==> src/rtl/fr_pkg.sv <==
package fr_pkg;

    localparam int LFSR_W = 16;
    localparam int CODE_W = 4;
    localparam logic [CODE_W-1:0] CODE_OFF  = '0;
    localparam logic [CODE_W-1:0] CODE_PERM = '1;
    localparam logic [LFSR_W-1:0] FB_TAPS   = 16'hB400;

    typedef logic [LFSR_W-1:0] lfsr_t;
    typedef logic [CODE_W-1:0] code_t;

    typedef enum logic [1:0] {
        RM_OFF    = 2'd0,
        RM_RANDOM = 2'd1,
        RM_PERM   = 2'd2
    } rate_mode_e;

    typedef struct packed {
        rate_mode_e mode;
        lfsr_t      mask;
    } rate_cfg_t;

    // One Fibonacci step: shift toward the MSB, feed parity of tapped bits in.
    function automatic lfsr_t lfsr_step(input lfsr_t s, input lfsr_t taps);
        return {s[LFSR_W-2:0], ^(s & taps)};
    endfunction

    // Thermometer mask with the low 'code' bits set.
    function automatic lfsr_t low_mask(input code_t code);
        lfsr_t m;
        for (int i = 0; i < LFSR_W; i++) begin
            m[i] = (i < int'(code));
        end
        return m;
    endfunction

endpackage

==> src/rtl/fr_lfsr.sv <==
module fr_lfsr
    import fr_pkg::*;
#(
    parameter lfsr_t TAPS         = FB_TAPS,
    parameter lfsr_t DEFAULT_SEED = 16'hACE1
) (
    input  logic  clk,
    input  logic  rst,
    input  logic  load,
    input  lfsr_t seed,
    output lfsr_t state
);

    lfsr_t state_q;
    lfsr_t seed_eff;

    assign seed_eff = (seed == '0) ? DEFAULT_SEED : seed;

    always_ff @(posedge clk) begin
        if (rst) begin
            state_q <= '0;
        end else if (load) begin
            state_q <= seed_eff;
        end else begin
            state_q <= lfsr_step(state_q, TAPS);
        end
    end

    assign state = state_q;

endmodule

==> src/rtl/fr_rate_decode.sv <==
module fr_rate_decode
    import fr_pkg::*;
(
    input  code_t     code,
    output rate_cfg_t cfg
);

    always_comb begin
        cfg.mask = '0;
        if (code == CODE_OFF) begin
            cfg.mode = RM_OFF;
        end else if (code == CODE_PERM) begin
            cfg.mode = RM_PERM;
        end else begin
            cfg.mode = RM_RANDOM;
            cfg.mask = low_mask(code);
        end
    end

endmodule

==> src/rtl/fr_match.sv <==
module fr_match
    import fr_pkg::*;
(
    input  lfsr_t a,
    input  lfsr_t b,
    input  lfsr_t mask,
    output logic  equal
);

    lfsr_t diff;

    for (genvar i = 0; i < LFSR_W; i++) begin : g_bit
        assign diff[i] = (a[i] ^ b[i]) & mask[i];
    end

    assign equal = ~|diff;

endmodule

==> src/rtl/fr_trigger.sv <==
module fr_trigger
    import fr_pkg::*;
#(
    parameter lfsr_t DEFAULT_SEED_A = 16'hACE1,
    parameter lfsr_t DEFAULT_SEED_B = 16'h5A3C
) (
    input  logic        clk,
    input  logic        rst,
    input  logic        load,
    input  logic [15:0] seed_a,
    input  logic [15:0] seed_b,
    input  logic        en,
    input  logic [3:0]  rate_code,
    output logic        fire,
    output logic        perm_mode
);

    localparam int N_GEN = 2;

    lfsr_t     seeds [N_GEN];
    lfsr_t     st    [N_GEN];
    lfsr_t     state_a;
    lfsr_t     state_b;
    rate_cfg_t cfg;
    logic      bits_equal;
    logic      seeded_q;
    logic      fire_q;
    logic      perm_q;
    logic      fire_d;

    assign seeds[0] = seed_a;
    assign seeds[1] = seed_b;

    for (genvar g = 0; g < N_GEN; g++) begin : g_gen
        fr_lfsr #(
            .TAPS        (FB_TAPS),
            .DEFAULT_SEED((g == 0) ? DEFAULT_SEED_A : DEFAULT_SEED_B)
        ) u_lfsr (
            .clk  (clk),
            .rst  (rst),
            .load (load),
            .seed (seeds[g]),
            .state(st[g])
        );
    end

    assign state_a = st[0];
    assign state_b = st[1];

    fr_rate_decode u_decode (
        .code(rate_code),
        .cfg (cfg)
    );

    fr_match u_match (
        .a    (state_a),
        .b    (state_b),
        .mask (cfg.mask),
        .equal(bits_equal)
    );

    always_comb begin
        unique case (cfg.mode)
            RM_PERM:   fire_d = 1'b1;
            RM_RANDOM: fire_d = bits_equal;
            default:   fire_d = 1'b0;
        endcase
        fire_d = fire_d & en & seeded_q;
    end

    always_ff @(posedge clk) begin
        if (rst) begin
            seeded_q <= 1'b0;
            fire_q   <= 1'b0;
            perm_q   <= 1'b0;
        end else begin
            if (load) begin
                seeded_q <= 1'b1;
            end
            fire_q <= fire_d;
            perm_q <= (cfg.mode == RM_PERM);
        end
    end

    assign fire      = fire_q;
    assign perm_mode = perm_q;

endmodule

==> config.mk <==
export PLATFORM = sky130hd
export DESIGN_NAME = fr_trigger
export DESIGN_NICKNAME = d
export VERILOG_FILES = /design/src/rtl/fr_pkg.sv /design/src/rtl/fr_lfsr.sv /design/src/rtl/fr_rate_decode.sv /design/src/rtl/fr_match.sv /design/src/rtl/fr_trigger.sv
export SDC_FILE = /design/constraint.sdc
export NUM_CORES = 1
export LEC_CHECK = 0
export BUFFER_PORTS_ARGS = -buffer_cell sky130_fd_sc_hd__buf_2
export CORE_MARGIN = 3
export CORE_UTILIZATION = 55
export DETAILED_ROUTE_END_ITERATION = 7
export HOLD_SLACK_MARGIN = 0.08
export PLACE_DENSITY_LB_ADDON = 0.25
export SLEW_MARGIN = 20
export SYNTH_ARGS = -nofsm -noshare
export SYNTH_HDL_FRONTEND = slang
export SYNTH_HIERARCHICAL = 1
export SYNTH_SLANG_ARGS = --single-unit
export TNS_END_PERCENT = 20
==> constraint.sdc <==
create_clock -name clk -period 4.5 [get_ports clk]
set_input_delay 0.9 -clock clk [delete_from_list [all_inputs] [get_ports clk]]
set_output_delay 0.9 -clock clk [all_outputs]
set_load 0.02 [all_outputs]
# --- Yosys cells after proc, flatten, opt, wreduce, memory -nomap -nowiden ---
# Cells that the tools add are included.
word_totals:
  register_bits: 35
  inputBits: 40
  out_inout_bits: 2
  elab_cells: 73
classes:
  magnitude_cmp: 15
  n_eq_ne: 3
  muxes: 9
  n_bitwise: 34
  reduce_logical: 7
ops:
  columns: ["cell", "n"]
  rows:
  - ["two-way mux 16 bit", 5]
  - ["logical NOT 16 bit", 2]
  - ["XOR reduction 16 bit", 2]
  - ["< comparator 4 bit (first input constant)", 7]
  - ["bitwise AND 1 bit", 18]
  - ["< comparator 3 x 4 -> 1 bit (first input constant)", 4]
  - ["OR reduction 16 bit", 1]
  - ["bitwise XOR 1 bit", 16]
  - ["two-way mux 15 bit", 1]
  - ["< comparator 1 x 4 -> 1 bit (first input constant)", 2]
  - ["< comparator 2 x 4 -> 1 bit (first input constant)", 2]
  - ["equality test 4 bit (second input constant)", 1]
  - ["logical NOT 4 bit", 1]
  - ["two-way mux 2 bit", 2]
  - ["equality test 2 x 1 -> 1 bit (second input constant)", 1]
  - ["equality test 2 bit (second input constant)", 1]
  - ["case mux 1 bit (2 select lines)", 1]
  - ["logical NOT 1 bit", 1]

# --- Logic depth before layout (Yosys ltp) ---
# Gate-level depths: netlist of the first run.
depth:
  depth_word: 9
  mapped_depth: 8
  ltp_nobuf: 7

# --- Cells and area by module ---
# Netlist of the first run, hierarchy kept.
by_module_without_submodules:
  columns: ["module", "n_inst", "cells_each", "area_per_inst_um2"]
  rows:
  - ["fr_lfsr at g_gen[0].u_lfsr", 1, 68, 723.2]
  - ["fr_lfsr at g_gen[1].u_lfsr", 1, 69, 670.6]
  - ["fr_rate_decode", 1, 37, 219.0]
  - ["fr_match", 1, 27, 216.5]
  - ["fr_trigger", 1, 13, 128.9]

# --- Least setup slack after synthesis of the first run ---
# No wires, ideal clock.
synth_timing:
  path_kind: "input to register"
  start: "input port rate_code[0]"
  end: "register fire_q, in the netlist fire"
  setup_time_ps: 64
  arrival_ps: 2035
  t_required_ps: 4436
  setup_slack_ps: 2401
  cell_stages: 8
  cell_sequence: "and4_1 -> buf_4 -> a21oi_1 -> buf_4 -> inv_1 -> ha_1 -> nand4bb_1 -> nor2_1"
synth_lines:
  columns: ["element", "line_no", "rtl"]
  rows:
  - ["start: declaration", "fr_trigger.sv:13", "input logic [3:0] rate_code,"]
  - ["end signal: assignment", "fr_trigger.sv:80", "fire_q <= fire_d;"]
  - ["end: declaration", "fr_trigger.sv:27", "logic fire_q;"]

==> results by group, run 1 <==
Routing
  • Drt total wl: 3930 µm
  • DRC: 0
  • Drt pass-1 iters: 4
  • Vias: 1556
  • Per-cell routed wire length: 13.3 µm
  • Initial DRC count: 68
  • Via-to-Cell Ratio: 5.27
  • Final ANT Viol Nets: 0

CTS
  • Clk root buf: clkbuf_4
  • Post-CTS setup buffer count: 0
  • Total clock sinks: 35
  • TritonCTS clock tree: built
  • H-tree levels: 2
  • Worst-path clk slew: 0.11 ns
  • Resize count post-CTS: 0
  • Inserted Clock Buffers: 5
  • Post-CTS Hold Fix Bufs: 0
  • Clock Path Buffers: 2
  • Latest clock arrival within the worst-skew pair: 0.34 ns

Finish
  • Leading cell type in the layout, fill and taps excluded: nor2_1
  • N_diodes: 0
  • Area Overhead vs Synth: 11.6%
  • Most frequent cells in the layout: nor2_1, buf_2, dfxtp_1
  • Fillers: 306
  • Core Util, Final: 64.5%
  • Nets: 290
  • Share of layout cells above drive strength 1: 25.3%

Worst setup path
  • Reg-to-reg slack, setup: 3.29 ns
  • RR Startpoint: g_gen[1].u_lfsr/state[10]
  • Required @ worst endpoint: 4.79 ns
  • Setup CP Type: input port to register
  • Worst EP arrival: 2.35 ns
  • R2R depth: 6
  • CP max FO: 14
  • Crit path launch type: input port
  • Setup crit end kind: register
  • RR Endpoint: fire

Power
  • PwrDens: 292 mW/mm²
  • Switching portion of total power: 29.5%
  • Leakage: 1.02 nW
  • Max IR drop VDD: 186 µV
  • Comb pwr share: 19.8%
  • Sequential share of power: 54.5%
  • Internal power: 450 µW
  • Psw: 188 µW
  • Clock power frac: 25.6%

STA
  • Final setup vio count: 0
  • Pins Over Slew Limit: 0
  • Crit share post-route: 45.7%
  • Final Hold Fails: 0
  • Minimum clock period: 2.06 ns
  • Clk_skew: 0.0122 ns
  • TNS Setup: 0 ns
  • RSZ-0062 raised after global routing: no
  • Worst Tran Pin Value: 0.735 ns
  • Slew margin rel.: 51.0%
  • Final WS setup: 2.44 ns
  • Achievable clock frequency: 486 MHz

GRT
  • Overflow after GRT: 0
  • Global-route wire length before repair: 6570 µm
  • Met1 Use GR: 27.9%
  • Gr busiest metal: met2
  • Initial antenna violation count: 0
  • Tot GR Track Use: 20.3%
  • Grt met3 use: 4.62%
  • M2 GR Usage: 30.8%
  • Vias in the first global route: 1400
  • Largest net degree at the start of global routing: 36

Die
  • Die Height: 65.7 µm
  • Starting Density: 57.8%
  • Die ar.: 0.00431 mm²
  • # IOs: 42
  • Placeable Area: 0.00339 mm²
  • Die Wd: 65.7 µm
  • Site Rows: 21

Place
  • Pre-CTS setup slack: 2.09 ns
  • Port Buf Inserts: 41
  • GPL Wtd Cong: 0.917
  • Post-DP HPWL: 2970 µm

Synth
  • Gate Count Post-Synth: 214
  • Synth area leader: dfxtp_1
  • Mapped Area: 0.00196 mm²
  • Synth warnings: 6
  • Synth Register Bits: 35
  • Synth Area per Inst: 9.15 µm²
  • Sequential element share of the synthesized area: 35.8%
  • Largest cells by area after synthesis: dfxtp_1, nor2_1, xor2_1
  • Top-area cell type share of the netlist area: 35.8%
  • Library cells used by synthesis: 32

Min path
  • Worst Hold Path Cells: 2
  • Hold endpoint: seeded_q
  • Hold Crit Class: register to register
  • Hold Startpoint: seeded_q

Flow run
  • # Max-Cap Violations: 0

Status
  • Status: finished, final reports clean
-- power by group through the flow --
stage | logic [mW] | registers [mW] | clock network (mW)
after global routing | 0.143 | 0.350 | 0.181
after detailed placement | 0.127 | 0.355 | 0
after global placement | 0.125 | 0.355 | 0
final | 0.127 | 0.348 | 0.163
after CTS | 0.127 | 0.348 | 0.167
after floorplan | 0.0900 | 0.349 | 0
-- worst max-delay path, cell delays in order --
cell and delay [ns]:
buf_2 0.17, and4_1 0.30, a21oi_1 0.30, inv_1 0.08
ha_1 0.30, nand4bb_1 0.18, nor2_1 0.11
-- cells by family (layout without fill, tap and decap cells) --
| family | Yosys count | count (layout) | synth area share (%) |
|---|---|---|---|
| xor gates and xnor gates | 24 | 24 | 10.7 |
| buffers and inverters | 36 | 70 | 8.63 |
| and+or+nand+nor | 65 | 65 | 20.4 |
| AOI/OAI and AO/OA | 36 | 36 | 15.3 |
| other | 1 | 2 | 0.192 |
| adders and majority gates | 2 | 2 | 1.28 |
| muxes | 15 | 15 | 7.67 |
| DFF | 35 | 35 | 35.8 |
-- flip-flops by register name, summed over array words and instances (netlist names) --
name / count
fire: 1
g_gen.u_lfsr/state: 32
perm_mode: 1
seeded_q: 1
-- stage by stage --
stage	instance area, µm²	std cells	hold WS [ns]	total power, mW
floorplan	1960	215	0.438	0.440
global placement	2130	287	0.453	0.479
detailed placement	2130	287	0.476	0.481
CTS	2180	295	0.498	0.642
global route	2180	295	0.526	0.673
finish	2180	295	0.494	0.638
-- how the worst max path moves through the flow --
stage / slack (ns) / depth (start not counted) / to / start
after global placement: 2.10 / 7 / fire / rate_code[1]
after global routing: 2.35 / 4 / g_gen[1].u_lfsr/state[4] / load
final: 2.44 / 7 / fire / rate_code[1]
after floorplan: 2.40 / 8 / fire / rate_code[0]
after CTS: 2.44 / 7 / fire / rate_code[1]
after detailed placement: 2.09 / 7 / fire / rate_code[1]
-- cells in the mapped netlist (all sizes together) --
cell and count:
a22oi 8, nor3 4, a21oi 7, o21ai 1, nand4 2, dfxtp 35, a221oi 1, clkbuf 5
nand3b 1, nor4 8, conb 1, mux2i 15, nor3b 1, xnor2 6, a211oi 16, nand4bb 1
xor2 18, buf 10, and3 1, and2b 1, nand2 2, inv 21, a21bo 1, and4 1
a41oi 2, ha 2, nor2 43
-- layer usage --
metal  share of wire (%)  vias to the layer above
met2                  47                       36
met4                 1.6                        0
met5                   0                        -
li1                    -                      793
met3                 5.8                        8
met1                  46                      719
-- final cells by class --
cell class / instances / area [µm²] / area share (%)
Inverter: 21 / 78.8 / 3.61
Timing Repair Buffer: 41 / 205 / 9.39
Sequential cell: 35 / 701 / 32.1
Clock buffer: 7 / 45.0 / 2.06
Tap cell: 46 / 57.6 / 2.63
Clock inverter: 1 / 5.00 / 0.229
Multi-Input combinational cell: 144 / 1090 / 50.0
(Power assumes the default switching activity.)
==> run 2: changes to the inputs <==
--- a/config.mk
+++ b/config.mk
@@ -7,7 +7,7 @@
 export LEC_CHECK = 0
 export BUFFER_PORTS_ARGS = -buffer_cell sky130_fd_sc_hd__buf_2
 export CORE_MARGIN = 3
-export CORE_UTILIZATION = 55
+export CORE_UTILIZATION = 49
 export DETAILED_ROUTE_END_ITERATION = 7
 export HOLD_SLACK_MARGIN = 0.08
 export PLACE_DENSITY_LB_ADDON = 0.25
==> constraint.sdc (replaced) <==
create_clock -name clk -period 1.7 [get_ports clk]
set_input_delay 0.34 -clock clk [delete_from_list [all_inputs] [get_ports clk]]
set_output_delay 0.34 -clock clk [all_outputs]
set_load 0.02 [all_outputs]
==> results by group, run 2 (synthesis gave the netlist of run 1 again) <==
Status
  • Status: finished, final reports clean

GRT
  • Global-route wire length before repair: 7040 µm
  • M2 GR Usage: 32.0%
  • Largest net degree at the start of global routing: 27
  • Met1 Use GR: 22.7%
  • Initial antenna violation count: 0
  • Vias in the first global route: 1533
  • Overflow after GRT: 0
  • Tot GR Track Use: 18.4%
  • Grt met3 use: 4.20%
  • Gr busiest metal: met2

CTS
  • TritonCTS clock tree: built
  • Total clock sinks: 35
  • Post-CTS Hold Fix Bufs: 0
  • H-tree levels: 2
  • Clk root buf: clkbuf_8
  • Worst-path clk slew: 0.07 ns
  • Clock Path Buffers: 2
  • Inserted Clock Buffers: 5
  • Resize count post-CTS: 0
  • Post-CTS setup buffer count: 0
  • Latest clock arrival within the worst-skew pair: 0.29 ns

Die
  • Die Height: 69.2 µm
  • Die Wd: 69.2 µm
  • Placeable Area: 0.00374 mm²
  • # IOs: 42
  • Site Rows: 22
  • Starting Density: 52.3%
  • Die ar.: 0.00479 mm²

Finish
  • N_diodes: 0
  • Share of layout cells above drive strength 1: 27.7%
  • Layout Cells excl Fill: 304
  • Core Util, Final: 60.8%
  • Nets: 297
  • Leading cell type in the layout, fill and taps excluded: nor2_1
  • Area Overhead vs Synth: 16.2%
  • Number of flip-flops in the largest register: 32
  • Most frequent cells in the layout: nor2_1, buf_2, dfxtp_1
  • Design area: 0.00227 mm²

STA
  • Final Hold Fails: 0
  • Clk_skew: 0.00479 ns
  • Achievable clock frequency: 727 MHz
  • Crit share post-route: 81.0%
  • RSZ-0062 raised after global routing: no
  • TNS Setup: 0 ns
  • Final WS setup: 0.324 ns
  • Minimum clock period: 1.38 ns
  • Pins Over Slew Limit: 0
  • WHS: 0.306 ns
  • Final setup vio count: 0

Worst setup path
  • Setup crit end kind: register
  • CP Cell Sequence: buf_2 > and4_1 > a21oi_1 > inv_1 > ha_1 > nand4bb_1 > nor2_1
  • Crit path launch type: input port
  • CP max stage cell: ha_1
  • Setup CP Type: input port to register
  • CP max stage delay: 0.30 ns
  • Buf/Inv on CP: 2
  • Largest delay share family, worst path: simple AND/OR/NAND/NOR gates
  • CP max FO: 11
  • Worst EP arrival: 1.60 ns
  • Required @ worst endpoint: 1.93 ns

Place
  • GPL Wtd Cong: 0.903
  • Post-DP HPWL: 3310 µm
  • Placement Cell Area: 0.00219 mm²
  • Placed cell count: 296
  • Port Buf Inserts: 41
  • Pre-CTS setup slack: 0.0463 ns

Routing
  • Initial DRC count: 88
  • Final ANT Viol Nets: 0
  • Drt pass-1 iters: 4
  • DRC: 0
  • Vias: 1560
  • Per-cell routed wire length: 13.9 µm
  • Drt total wl: 4240 µm
  • Via-to-Cell Ratio: 5.13

Min path
  • Hold Crit Class: input port to register

Power
  • PwrDens: 818 mW/mm²
  • Max IR drop VDD: 578 µV
  • Pwr Total: 1.86 mW
  • Leakage: 1.07 nW

Flow run
  • # Max-Cap Violations: 0
run 2: cell count changes in the layout (fill, tap and decap cells not counted), sizes merged:
cell,change
clkbuf,-1
buf,+7
clkinvlp,+1
run 2: area by class of cell:
cell class,count,area [µm²]
Fill cell,357,1470
Clock buffer,6,72.6
Multi-Input combinational cell,144,1090
Tap cell,48,60.1
Sequential cell,35,701
Timing Repair Buffer,48,258
Clock inverter,2,12.5
Inverter,21,78.8
run 2: final timing paths:
check | endpoint | depth (start not counted) | slack [ns] | start
worst max-delay path | fire | 7 | 0.32 | rate_code[2]
worst min-delay path | g_gen[1].u_lfsr/state[14] | 3 | 0.31 | seed_b[14]
worst max register to register | fire | 6 | 0.48 | g_gen[1].u_lfsr/state[9]
worst min register to register | seeded_q | 2 | 0.50 | seeded_q
run 2: layer usage:
metal  wire [µm]  vias to the layer above
met5           0                        -
met4          68                        0
met3         180                        9
met2        2120                       35
met1        1870                      714
li1            -                      802
run 2: worst min-delay path, stage by stage:
cell and delay, ns:
buf_2 0.11, inv_1 0.04, a211oi_1 0.05
run 2: power breakdown:
group | total, mW | internal [mW] | leakage, nW | switching (mW)
Clock | 0.587 | 0.286 | 0.0412 | 0.301
Combinational | 0.355 | 0.165 | 0.737 | 0.190
Sequential | 0.920 | 0.875 | 0.290 | 0.0455
